### src/rtl/chq_pkg.sv
package chq_pkg;

  // Bits in one channel field of a queue-table word.
  localparam int FIELD_W = 4;
  // Channels packed in one 32-bit table word.
  localparam int SLOTS_PER_WORD = 8;

  // Extract the 4-bit field for slot 'slot' from a table word.
  function automatic logic [FIELD_W-1:0] field_of(input logic [31:0] word,
                                                  input logic [2:0]  slot);
    return word[{slot, 2'b00} +: FIELD_W];
  endfunction

  // Priority field of queue 'q' in the priority word: bits [4q+2:4q].
  function automatic logic [2:0] prio_field(input logic [31:0] word,
                                            input int          q);
    return word[q*FIELD_W +: 3];
  endfunction

  // Onehot decode of a small index.
  function automatic logic [3:0] onehot4(input logic [1:0] idx);
    return 4'b0001 << idx;
  endfunction

endpackage

### src/rtl/chq_cfg_regs.sv
module chq_cfg_regs
  import chq_pkg::*;
#(
  parameter int NUM_CH = 64,
  parameter int NUM_Q  = 4,
  parameter int PRIO_W = 3,
  localparam int CH_W   = $clog2(NUM_CH),
  localparam int Q_W    = $clog2(NUM_Q),
  localparam int WORDS  = NUM_CH / SLOTS_PER_WORD,
  localparam int WIDX_W = $clog2(WORDS),
  localparam int ADDR_W = $clog2(WORDS + 1)
) (
  input  logic                      clk,
  input  logic                      rst_n,
  input  logic                      we,
  input  logic [ADDR_W-1:0]         addr,
  input  logic [31:0]               wdata,
  input  logic [CH_W-1:0]           lookup_chan,
  output logic [Q_W-1:0]            lookup_q,
  output logic [NUM_Q*PRIO_W-1:0]   prio_flat
);

  localparam logic [ADDR_W-1:0] PRIO_ADDR = ADDR_W'(WORDS);

  logic [31:0] map_q [WORDS];
  logic [31:0] prio_word_q;

  // Queue-table words, one register per word.
  for (genvar k = 0; k < WORDS; k++) begin : g_word
    always_ff @(posedge clk or negedge rst_n) begin
      if (!rst_n)
        map_q[k] <= '0;
      else if (we && addr == ADDR_W'(k))
        map_q[k] <= wdata;
    end
  end

  // Priority word; other addresses fall through with no effect.
  always_ff @(posedge clk or negedge rst_n) begin
    if (!rst_n)
      prio_word_q <= '0;
    else if (we && addr == PRIO_ADDR)
      prio_word_q <= wdata;
  end

  // Table lookup for the presented channel.
  logic [WIDX_W-1:0]   word_idx;
  logic [2:0]          slot_idx;
  logic [FIELD_W-1:0]  chan_field;

  always_comb begin
    word_idx   = lookup_chan[CH_W-1:3];
    slot_idx   = lookup_chan[2:0];
    chan_field = field_of(map_q[word_idx], slot_idx);
    lookup_q   = chan_field[Q_W-1:0];
  end

  for (genvar q = 0; q < NUM_Q; q++) begin : g_prio
    assign prio_flat[q*PRIO_W +: PRIO_W] = PRIO_W'(prio_field(prio_word_q, q));
  end

endmodule

### src/rtl/chq_fifo.sv
module chq_fifo #(
  parameter int WIDTH = 6,
  parameter int DEPTH = 16,
  localparam int PTR_W = $clog2(DEPTH),
  localparam int CNT_W = $clog2(DEPTH + 1)
) (
  input  logic             clk,
  input  logic             rst_n,
  input  logic             push,
  input  logic [WIDTH-1:0] din,
  input  logic             pop,
  output logic [WIDTH-1:0] dout,
  output logic             full,
  output logic             empty
);

  logic [WIDTH-1:0] mem [DEPTH];
  logic [PTR_W-1:0] wr_ptr, rd_ptr;
  logic [CNT_W-1:0] cnt_q;

  function automatic logic [PTR_W-1:0] ptr_next(input logic [PTR_W-1:0] p);
    return (p == PTR_W'(DEPTH - 1)) ? '0 : p + 1'b1;
  endfunction

  assign full  = (cnt_q == CNT_W'(DEPTH));
  assign empty = (cnt_q == '0);
  assign dout  = mem[rd_ptr];

  always_ff @(posedge clk) begin
    if (push)
      mem[wr_ptr] <= din;
  end

  always_ff @(posedge clk or negedge rst_n) begin
    if (!rst_n) begin
      wr_ptr <= '0;
      rd_ptr <= '0;
      cnt_q  <= '0;
    end else begin
      if (push)
        wr_ptr <= ptr_next(wr_ptr);
      if (pop)
        rd_ptr <= ptr_next(rd_ptr);
      if (push && !pop)
        cnt_q <= cnt_q + 1'b1;
      else if (pop && !push)
        cnt_q <= cnt_q - 1'b1;
    end
  end

endmodule

### src/rtl/chq_arbiter.sv
module chq_arbiter #(
  parameter int NUM_Q  = 4,
  parameter int PRIO_W = 3,
  localparam int Q_W = $clog2(NUM_Q)
) (
  input  logic                    clk,
  input  logic                    rst_n,
  input  logic [NUM_Q-1:0]        nonempty,
  input  logic [NUM_Q*PRIO_W-1:0] prio_flat,
  input  logic [NUM_Q-1:0]        eng_ready,
  output logic [NUM_Q-1:0]        grant,
  output logic [Q_W-1:0]          grant_idx,
  output logic [NUM_Q-1:0]        pop
);

  logic             lock_on;
  logic [Q_W-1:0]   lock_idx;
  logic             pick_any;
  logic [Q_W-1:0]   pick_idx;
  logic [PRIO_W-1:0] best;
  logic             sel_any;
  logic             accepted;

  // Lowest priority value wins; scanning upward with strict compare
  // keeps the lower queue number on ties.
  always_comb begin
    pick_any = 1'b0;
    pick_idx = '0;
    best     = '1;
    for (int q = 0; q < NUM_Q; q++) begin
      if (nonempty[q] && (!pick_any || prio_flat[q*PRIO_W +: PRIO_W] < best)) begin
        pick_any = 1'b1;
        pick_idx = Q_W'(q);
        best     = prio_flat[q*PRIO_W +: PRIO_W];
      end
    end
  end

  // A stalled offer stays with its queue until accepted.
  assign sel_any   = lock_on || pick_any;
  assign grant_idx = lock_on ? lock_idx : pick_idx;
  assign grant     = sel_any ? (NUM_Q'(1) << grant_idx) : '0;
  assign accepted  = sel_any && eng_ready[grant_idx];
  assign pop       = accepted ? grant : '0;

  always_ff @(posedge clk or negedge rst_n) begin
    if (!rst_n) begin
      lock_on  <= 1'b0;
      lock_idx <= '0;
    end else if (sel_any && !eng_ready[grant_idx]) begin
      lock_on  <= 1'b1;
      lock_idx <= grant_idx;
    end else begin
      lock_on  <= 1'b0;
    end
  end

endmodule

### src/rtl/chq_dispatch.sv
module chq_dispatch
  import chq_pkg::*;
#(
  parameter int NUM_CH = 64,
  parameter int NUM_Q  = 4,
  parameter int DEPTH  = 16,
  parameter int PRIO_W = 3,
  localparam int CH_W   = $clog2(NUM_CH),
  localparam int Q_W    = $clog2(NUM_Q),
  localparam int ADDR_W = $clog2(NUM_CH / SLOTS_PER_WORD + 1)
) (
  input  logic              clk,
  input  logic              rst_n,
  input  logic              cfg_we,
  input  logic [ADDR_W-1:0] cfg_addr,
  input  logic [31:0]       cfg_wdata,
  input  logic              req_valid,
  output logic              req_ready,
  input  logic [CH_W-1:0]   req_chan,
  output logic [NUM_Q-1:0]  eng_valid,
  input  logic [NUM_Q-1:0]  eng_ready,
  output logic [CH_W-1:0]   eng_chan
);

  // Named internal events, observed by the bound checker.
  logic [Q_W-1:0]          tgt_q;
  logic [NUM_Q*PRIO_W-1:0] prio_flat;
  logic [NUM_Q-1:0]        push_vec;
  logic [NUM_Q-1:0]        pop_vec;
  logic [NUM_Q-1:0]        full_vec;
  logic [NUM_Q-1:0]        empty_vec;
  logic [CH_W-1:0]         head [NUM_Q];
  logic [Q_W-1:0]          grant_idx;
  logic                    req_fire;

  chq_cfg_regs #(
    .NUM_CH (NUM_CH),
    .NUM_Q  (NUM_Q),
    .PRIO_W (PRIO_W)
  ) u_cfg (
    .clk         (clk),
    .rst_n       (rst_n),
    .we          (cfg_we),
    .addr        (cfg_addr),
    .wdata       (cfg_wdata),
    .lookup_chan (req_chan),
    .lookup_q    (tgt_q),
    .prio_flat   (prio_flat)
  );

  assign req_ready = !full_vec[tgt_q];
  assign req_fire  = req_valid && req_ready;
  assign push_vec  = req_fire ? (NUM_Q'(1) << tgt_q) : '0;

  for (genvar q = 0; q < NUM_Q; q++) begin : g_queue
    chq_fifo #(
      .WIDTH (CH_W),
      .DEPTH (DEPTH)
    ) u_fifo (
      .clk   (clk),
      .rst_n (rst_n),
      .push  (push_vec[q]),
      .din   (req_chan),
      .pop   (pop_vec[q]),
      .dout  (head[q]),
      .full  (full_vec[q]),
      .empty (empty_vec[q])
    );
  end

  chq_arbiter #(
    .NUM_Q  (NUM_Q),
    .PRIO_W (PRIO_W)
  ) u_arb (
    .clk       (clk),
    .rst_n     (rst_n),
    .nonempty  (~empty_vec),
    .prio_flat (prio_flat),
    .eng_ready (eng_ready),
    .grant     (eng_valid),
    .grant_idx (grant_idx),
    .pop       (pop_vec)
  );

  assign eng_chan = head[grant_idx];

endmodule

### config.mk
export PLATFORM = sky130hd
export DESIGN_NAME = chq_dispatch
export DESIGN_NICKNAME = d
export VERILOG_FILES = /design/src/rtl/chq_pkg.sv /design/src/rtl/chq_cfg_regs.sv /design/src/rtl/chq_fifo.sv /design/src/rtl/chq_arbiter.sv /design/src/rtl/chq_dispatch.sv
export SDC_FILE = /design/constraint.sdc
export NUM_CORES = 1
export LEC_CHECK = 0
export BUFFER_PORTS_ARGS = -buffer_cell sky130_fd_sc_hd__buf_2
export CORE_MARGIN = 4
export CORE_UTILIZATION = 59
export CTS_BUF_LIST = sky130_fd_sc_hd__clkbuf_4
export DETAILED_ROUTE_END_ITERATION = 8
export PLACE_DENSITY = 0.78
export SLEW_MARGIN = 0
export SYNTH_ARGS = -nofsm -noshare
export SYNTH_HDL_FRONTEND = slang
export SYNTH_SLANG_ARGS = --single-unit
### constraint.sdc
create_clock -name clk -period 7.6 [get_ports clk]
set_clock_uncertainty 0.2 [all_clocks]
set_input_delay 0.38 -clock clk [delete_from_list [all_inputs] [get_ports clk]]
set_output_delay 0.38 -clock clk [all_outputs]
set_load 0.05 [all_outputs]
* Yosys cells after proc, flatten, opt, wreduce, memory -nomap -nowiden
Memories as Yosys holds them, arrays and structs flattened.
Cells that the tools add are included.
** Word-level totals
- Memory bits (writable) :: 384
- Output and inout port bits :: 11
- Memories kept :: 4
- Word-level logic and storage cells :: 174
- Bits in registers :: 326
- Input port bits :: 50
** Memory list
- g_queue[0].u_fifo.mem :: depth 16, bits a word 6, rd ports 1, clocked after memory_dff 0, write ports 1, line chq_fifo.sv:17 : logic [WIDTH-1:0] mem [DEPTH];
- g_queue[1].u_fifo.mem :: depth 16, bits a word 6, rd ports 1, clocked after memory_dff 0, write ports 1, line chq_fifo.sv:17
- g_queue[2].u_fifo.mem :: depth 16, bits a word 6, rd ports 1, clocked after memory_dff 0, write ports 1, line chq_fifo.sv:17
- g_queue[3].u_fifo.mem :: depth 16, bits a word 6, rd ports 1, clocked after memory_dff 0, write ports 1, line chq_fifo.sv:17
** Operators by class
- Magnitude comparators :: 7
- Muxes and demuxes :: 49
- Bitwise logic cells :: 3
- Add/subtract/negate cells :: 16
- Reduce and logical (&&, ||, !) cells :: 49
- Equality and inequality tests :: 20
- Shift-type cells :: 3
** Operators by type and width (number)
- $bmux 32 s3 :: 1
- $mux 32 :: 2
- $mux 4 :: 11
- $mux 5 :: 8
- $eq 4x4->1 const B :: 9
- $add 4x1->4 const B :: 8
- $shiftx 32x6->2 :: 1
- $logic_and 1x1->1 :: 23
- $add 5x1->5 const B :: 4
- $eq 5x5->1 const B :: 4
- $logic_not 5->1 :: 4
- $sub 5x1->5 const B :: 4
- $eq 4x3->1 const B :: 4
- $mux 1 :: 16
- $logic_not 1->1 :: 13
- $bmux 6 s2 :: 1
- $mux 6 :: 2
- $lt 3x3->1 :: 3
- $mux 3 :: 3
- $eq 4x2->1 const B :: 2
- $reduce_bool 2->1 :: 4
- $shl 1x2->4 const A :: 2
- $lt 2x3->1 const B :: 2
- $mux 2 :: 3
- other kinds (9) :: 13

* Depth between registers and ports, before layout
- Depth after elaboration :: 23
- Gate-level depth with buffers :: 30
- Gate-level depth less buffers :: 29

* Cells and area by module
A second synthesis with hierarchy kept.
** Unflattened totals
- Cell total of the unflattened synthesis :: 1518
- Area total of the unflattened synthesis :: 25430.6 µm²
** Modules (own cells, without submodules)
- chq_fifo :: cells an instance 253, area each 4550.6 µm², sequential area each 3208.1 µm², times used 4
- chq_cfg_regs :: cells an instance 404, area each 6367.4 µm², sequential area each 3503.4 µm², times used 1
- chq_arbiter :: cells an instance 84, area each 638.1 µm², sequential area each 75.1 µm², times used 1
- chq_dispatch :: cells an instance 18, area each 222.7 µm², sequential area each 0.0 µm², times used 1

* Least setup slack after synthesis
OpenSTA, ideal clock, no wires.
- Path kind :: reg2out
- Start point :: register g_queue[1].u_fifo.cnt_q[1]
- End point :: output port eng_chan[1]
- Arrival :: 5.231 ns
- Setup slack :: 1.789 ns
- Required time :: 7.020 ns
- Cell stages (with the launch flop) :: 23
- Cells stage by stage :: dfrtp_1 > or4_1 > nor2_1 > nor3b_1 > o32ai_1 > ha_1 > a21o_1 > nor3_1 > o21ai_1 > nand2_1 > nor2_1 > a21oi_1 > ha_1 > o21a_1 > nor2_1 > a21oi_1 > o211ai_1 > mux2_4 > a21oi_2 > buf_4 > buf_2 > o21ai_0 > o21ai_0
** On the way
- Word-level cells in the longest chain between the ends :: 17
** RTL lines
- start: declaration :: line chq_fifo.sv:19 : logic [CNT_W-1:0] cnt_q;
- start signal: assignment :: line chq_fifo.sv:45 : cnt_q <= cnt_q + 1'b1;
- start signal: assignment :: line chq_fifo.sv:47 : cnt_q <= cnt_q - 1'b1;
- $logic_not 5->1 (*) :: line chq_fifo.sv:26 : assign empty = (cnt_q == '0);
- $not 4->4 (*) :: line chq_dispatch.sv:77 : .nonempty (~empty_vec),
- $logic_and 1x1->1 (*) :: line chq_arbiter.sv:31 : if (nonempty[q] && (!pick_any || prio_flat[q*PRIO_W +: PRIO_W] < best)) begin
- $mux 3 or $mux 1 (tied branches) :: line chq_arbiter.sv:31
- $lt 3x3->1 or $logic_not 1->1 (tied branches) :: line chq_arbiter.sv:31
- $logic_or 1x1->1 :: line chq_arbiter.sv:31
- $logic_and 1x1->1 :: line chq_arbiter.sv:31
- $mux 3 or $mux 1 (tied branches) :: line chq_arbiter.sv:31
- $lt 3x3->1 or $logic_not 1->1 (tied branches) :: line chq_arbiter.sv:31
- $logic_or 1x1->1 :: line chq_arbiter.sv:31
- $logic_and 1x1->1 :: line chq_arbiter.sv:31
- $mux 2 (*) :: line chq_arbiter.sv:31
- $mux 2 (*) :: line chq_arbiter.sv:41 : assign grant_idx = lock_on ? lock_idx : pick_idx;
- $not 2->3 (implied by the code) (*) :: line chq_dispatch.sv:85 : assign eng_chan = head[grant_idx];
- $bmux 6 s2 (*) :: line chq_dispatch.sv:85
- $mux 6 (implied by the code) (*) (2 in series) :: line chq_dispatch.sv:85
- end: declaration :: line chq_dispatch.sv:22 : output logic [CH_W-1:0] eng_chan
Mark *: on every way between the ends. The rest lies on a longest branch, timed or not. The select of a mux whose other input is x is not followed.

* Final worst setup path
- Start point :: register g_queue[1].u_fifo.cnt_q[1]
- End point :: output port eng_chan[4]
The elaborated chain is that of the path after synthesis.

==> metrics <==
worst-path maximum fanout 13; pwr/cell area 358 nW/µm²; R2R setup slack between 0.5 and 0.6 ns; clk_lat worst skew between 0.8 and 0.9 ns; drt pass-1 iters 5; Fmax approximately 140 MHz; post-synth top area share 0.460; DR WL/cell 23.0 µm; Startpoint Class flop; max-slew violations 0; Ports a little over 60; CTS Buffer Depth 3; largest net degree at the start of global routing between 80 and 90; Reg2Reg Depth 27; CTS root buf clkbuf_4; min-delay worst type primary input to flop; Setup-failing EPs final 0; period utilization 0.957; Num CTS Buffers 148; Die ar. roughly 46000 µm²; worst reg2reg endpoint g_queue[1].u_fifo.cnt_q[4]; Clock transition at path regs around 0.070 ns; share of flip-flops with an asynchronous set or reset 0.337; number of global-route vias before repair 14800; share of layout cells above drive strength 1 0.358; Crit. End Element output port; final hold vios 0; vias per inst 6.11; Post-Syn Area ~25000 µm²; most frequent cells in the layout edfxtp_1 (384), clkbuf_4 (213), dfrtp_1 (193); Std-Cell Rows 75; most common cell after layout, fill and taps aside edfxtp_1; Leak Pwr between 10 and 15 nW; Worst EP required ~7 ns; Die Y-Extent between 200 and 250 µm; DRT iter0 DRCs ~1200; Worst Tran Pin Value around 1.2 ns; cell taking the most area after synthesis edfxtp_1; H-Tree Depth 4; Post-synth EDFFs roughly 380; Hold Crit Start cfg_wdata[6]; max-cap viol count 0; Yosys reg bits 579; routed via count about 14000; global-route wire length before repair about 84000 µm; Hold Path End u_cfg.prio_word_q[6]; R2R Path Start g_queue[1].u_fifo.cnt_q[1]; number of warnings issued by yosys 0; hold slack final roughly 0.11 ns; core area between 40000 and 50000 µm²; Seq/Total Area, Yosys 0.654; routed wire length ~53000 µm; crit path time final 7.27 ns; WS Path Type flop to output port; outcome complete, no violations; Slew headroom 0.218; distinct cell type count after synthesis between 60 and 70; initial antenna violation count 2; Synth Instances between 1000 and 1500; die width between 200 and 250 µm; DRC violations left 0; Routed Antenna Nets 0; Post-CTS Setup Inserts 0; total grt overflow 0; GRT Resource Usage Total 0.237; port bufs 48; fin util 0.670; CTS Sinks 579; Area Overhead vs Synth 12.0%; Initial Utilization 0.598; ys flop type edfxtp_1; # nets final around 1700; Synthesized Nets 1556; Hold Path Stages 3; GP Congestion between 0.8 and 0.9; Mean Syn Cell Area around 17 µm²; CP Data Arrival Time roughly 6.7 ns; DP Wirelength between 30000 and 40000 µm; VDD IR max roughly 0.00042 V; CTS tree built; synth top area cells edfxtp_1 (46%), dfrtp_1 (19%), mux4_2 (13%), mux2_2 (7.4%), ha_1 (2.0%)
==> through the flow <==
| stage | worst slack (ns) | total power (W) | std cells | cell area, µm² | setup TNS, ns |
|---|---|---|---|---|---|
| finish | 0.329 | 0.0101 | 2288 | 28100 | 0 |
| global route | -0.0127 | 0.0106 | 2288 | 28100 | -0.0127 |
| CTS | 0.444 | 0.0101 | 2286 | 28100 | 0 |
| detailed placement | 0.787 | 0.00759 | 2001 | 25900 | 0 |
| global placement | 1.04 | 0.00745 | 2001 | 25900 | 0 |
| floorplan | 1.79 | 0.00667 | 1462 | 25100 | 0 |
==> report_power, final <==
part,internal [W],switching (W)
registers,0.00375,0.000424
logic,0.00153,0.00184
clock network,0.00131,0.00120
==> worst max-delay path by stage <==
stage	end	slack, ns	depth (start not counted)	from
2_1_floorplan	eng_chan[1]	1.79	22	g_queue[1].u_fifo.cnt_q[1]
3_3_place_gp	g_queue[1].u_fifo.cnt_q[4]	1.04	27	g_queue[1].u_fifo.cnt_q[0]
3_5_place_dp	g_queue[1].u_fifo.cnt_q[4]	0.79	27	g_queue[1].u_fifo.cnt_q[0]
4_1_cts	eng_chan[4]	0.44	22	g_queue[1].u_fifo.cnt_q[0]
5_1_grt	eng_chan[4]	-0.01	22	g_queue[1].u_fifo.cnt_q[0]
6_report	eng_chan[4]	0.33	22	g_queue[1].u_fifo.cnt_q[1]
==> cell type report <==
class / instances / area (µm²)
Timing Repair Buffer: 115 / 880
Fill cell: 2811 / 13800
Multi-Input combinational cell: 783 / 8280
Inverter: 27 / 101
Clock inverter: 30 / 149
Antenna cell: 2 / 5.00
Tap cell: 539 / 674
Sequential cell: 579 / 16400
Clock buffer: 213 / 1600
==> routing by layer <==
layer	wire, µm	vias to the layer above	track usage
li1	-	6174	-
met5	0	-	0
met4	977	0	0.0722
met3	3300	76	0.0530
met1	22500	7242	0.333
met2	25900	495	0.380
==> Yosys cell counts, drive strengths merged (3+ instances only) <==
cell type / number
edfxtp: 384
dfrtp: 195
mux2: 166
mux4: 145
nor2: 65
nand2: 60
o21ai: 50
clkbuf: 42
ha: 40
buf: 31
inv: 26
a21oi: 23
nand3: 22
nor3: 22
xnor2: 20
and2: 17
mux2i: 17
nand2b: 15
a21o: 12
a211oi: 11
nor2b: 11
nor4: 10
a31oi: 8
xor2: 8
nor3b: 6
a22oi: 5
fa: 4
nand3b: 4
nand4: 4
a22o: 3
o211ai: 3
==> registers in the layout (all words and copies together), names as in the netlist <==
name                   cells
u_arb.lock_on              1
g_queue.u_fifo.wr_ptr     16
g_queue.u_fifo.rd_ptr     16
g_queue.u_fifo.cnt_q      20
g_queue.u_fifo.mem       384
u_arb.lock_idx             2
u_cfg.map_q              128
u_cfg.prio_word_q         12
==> critical path: stages (launching register included) <==
cell and delay [ns]:
dfrtp_1 0.44, or4_1 0.63, nor2_1 0.21, nor3b_1 0.08, o32ai_1 0.36, ha_1 0.25, a21o_1 0.14, nor3_1 0.05
o21ai_1 0.32, nand2_1 0.22, nor2_1 0.15, a21oi_1 0.06, ha_1 0.31, a211oi_1 0.49, nand2_1 0.13, o211ai_1 0.18
mux2_4 0.21, nand2_1 0.07, a21oi_2 0.51, buf_4 0.31, a211oi_1 0.08, a21oi_1 0.31, buf_2 0.33
==> cell families after synthesis <==
kind of cell | count (synthesis) | share of synthesized area
xor gates and xnor gates | 28 | 0.00978
DFF | 579 | 0.654
AOI/OAI and AO/OA | 138 | 0.0354
muxes | 328 | 0.212
and+or+nand+nor | 243 | 0.0488
adders and majority gates | 46 | 0.0239
buffers and inverters | 100 | 0.0163
==> what timing repair did <==
item	CTS	global route
hold endpoints to repair	339	0
gates resized for setup	0	0
hold buffers	42	0
Power figures use the tool's default switching activity.
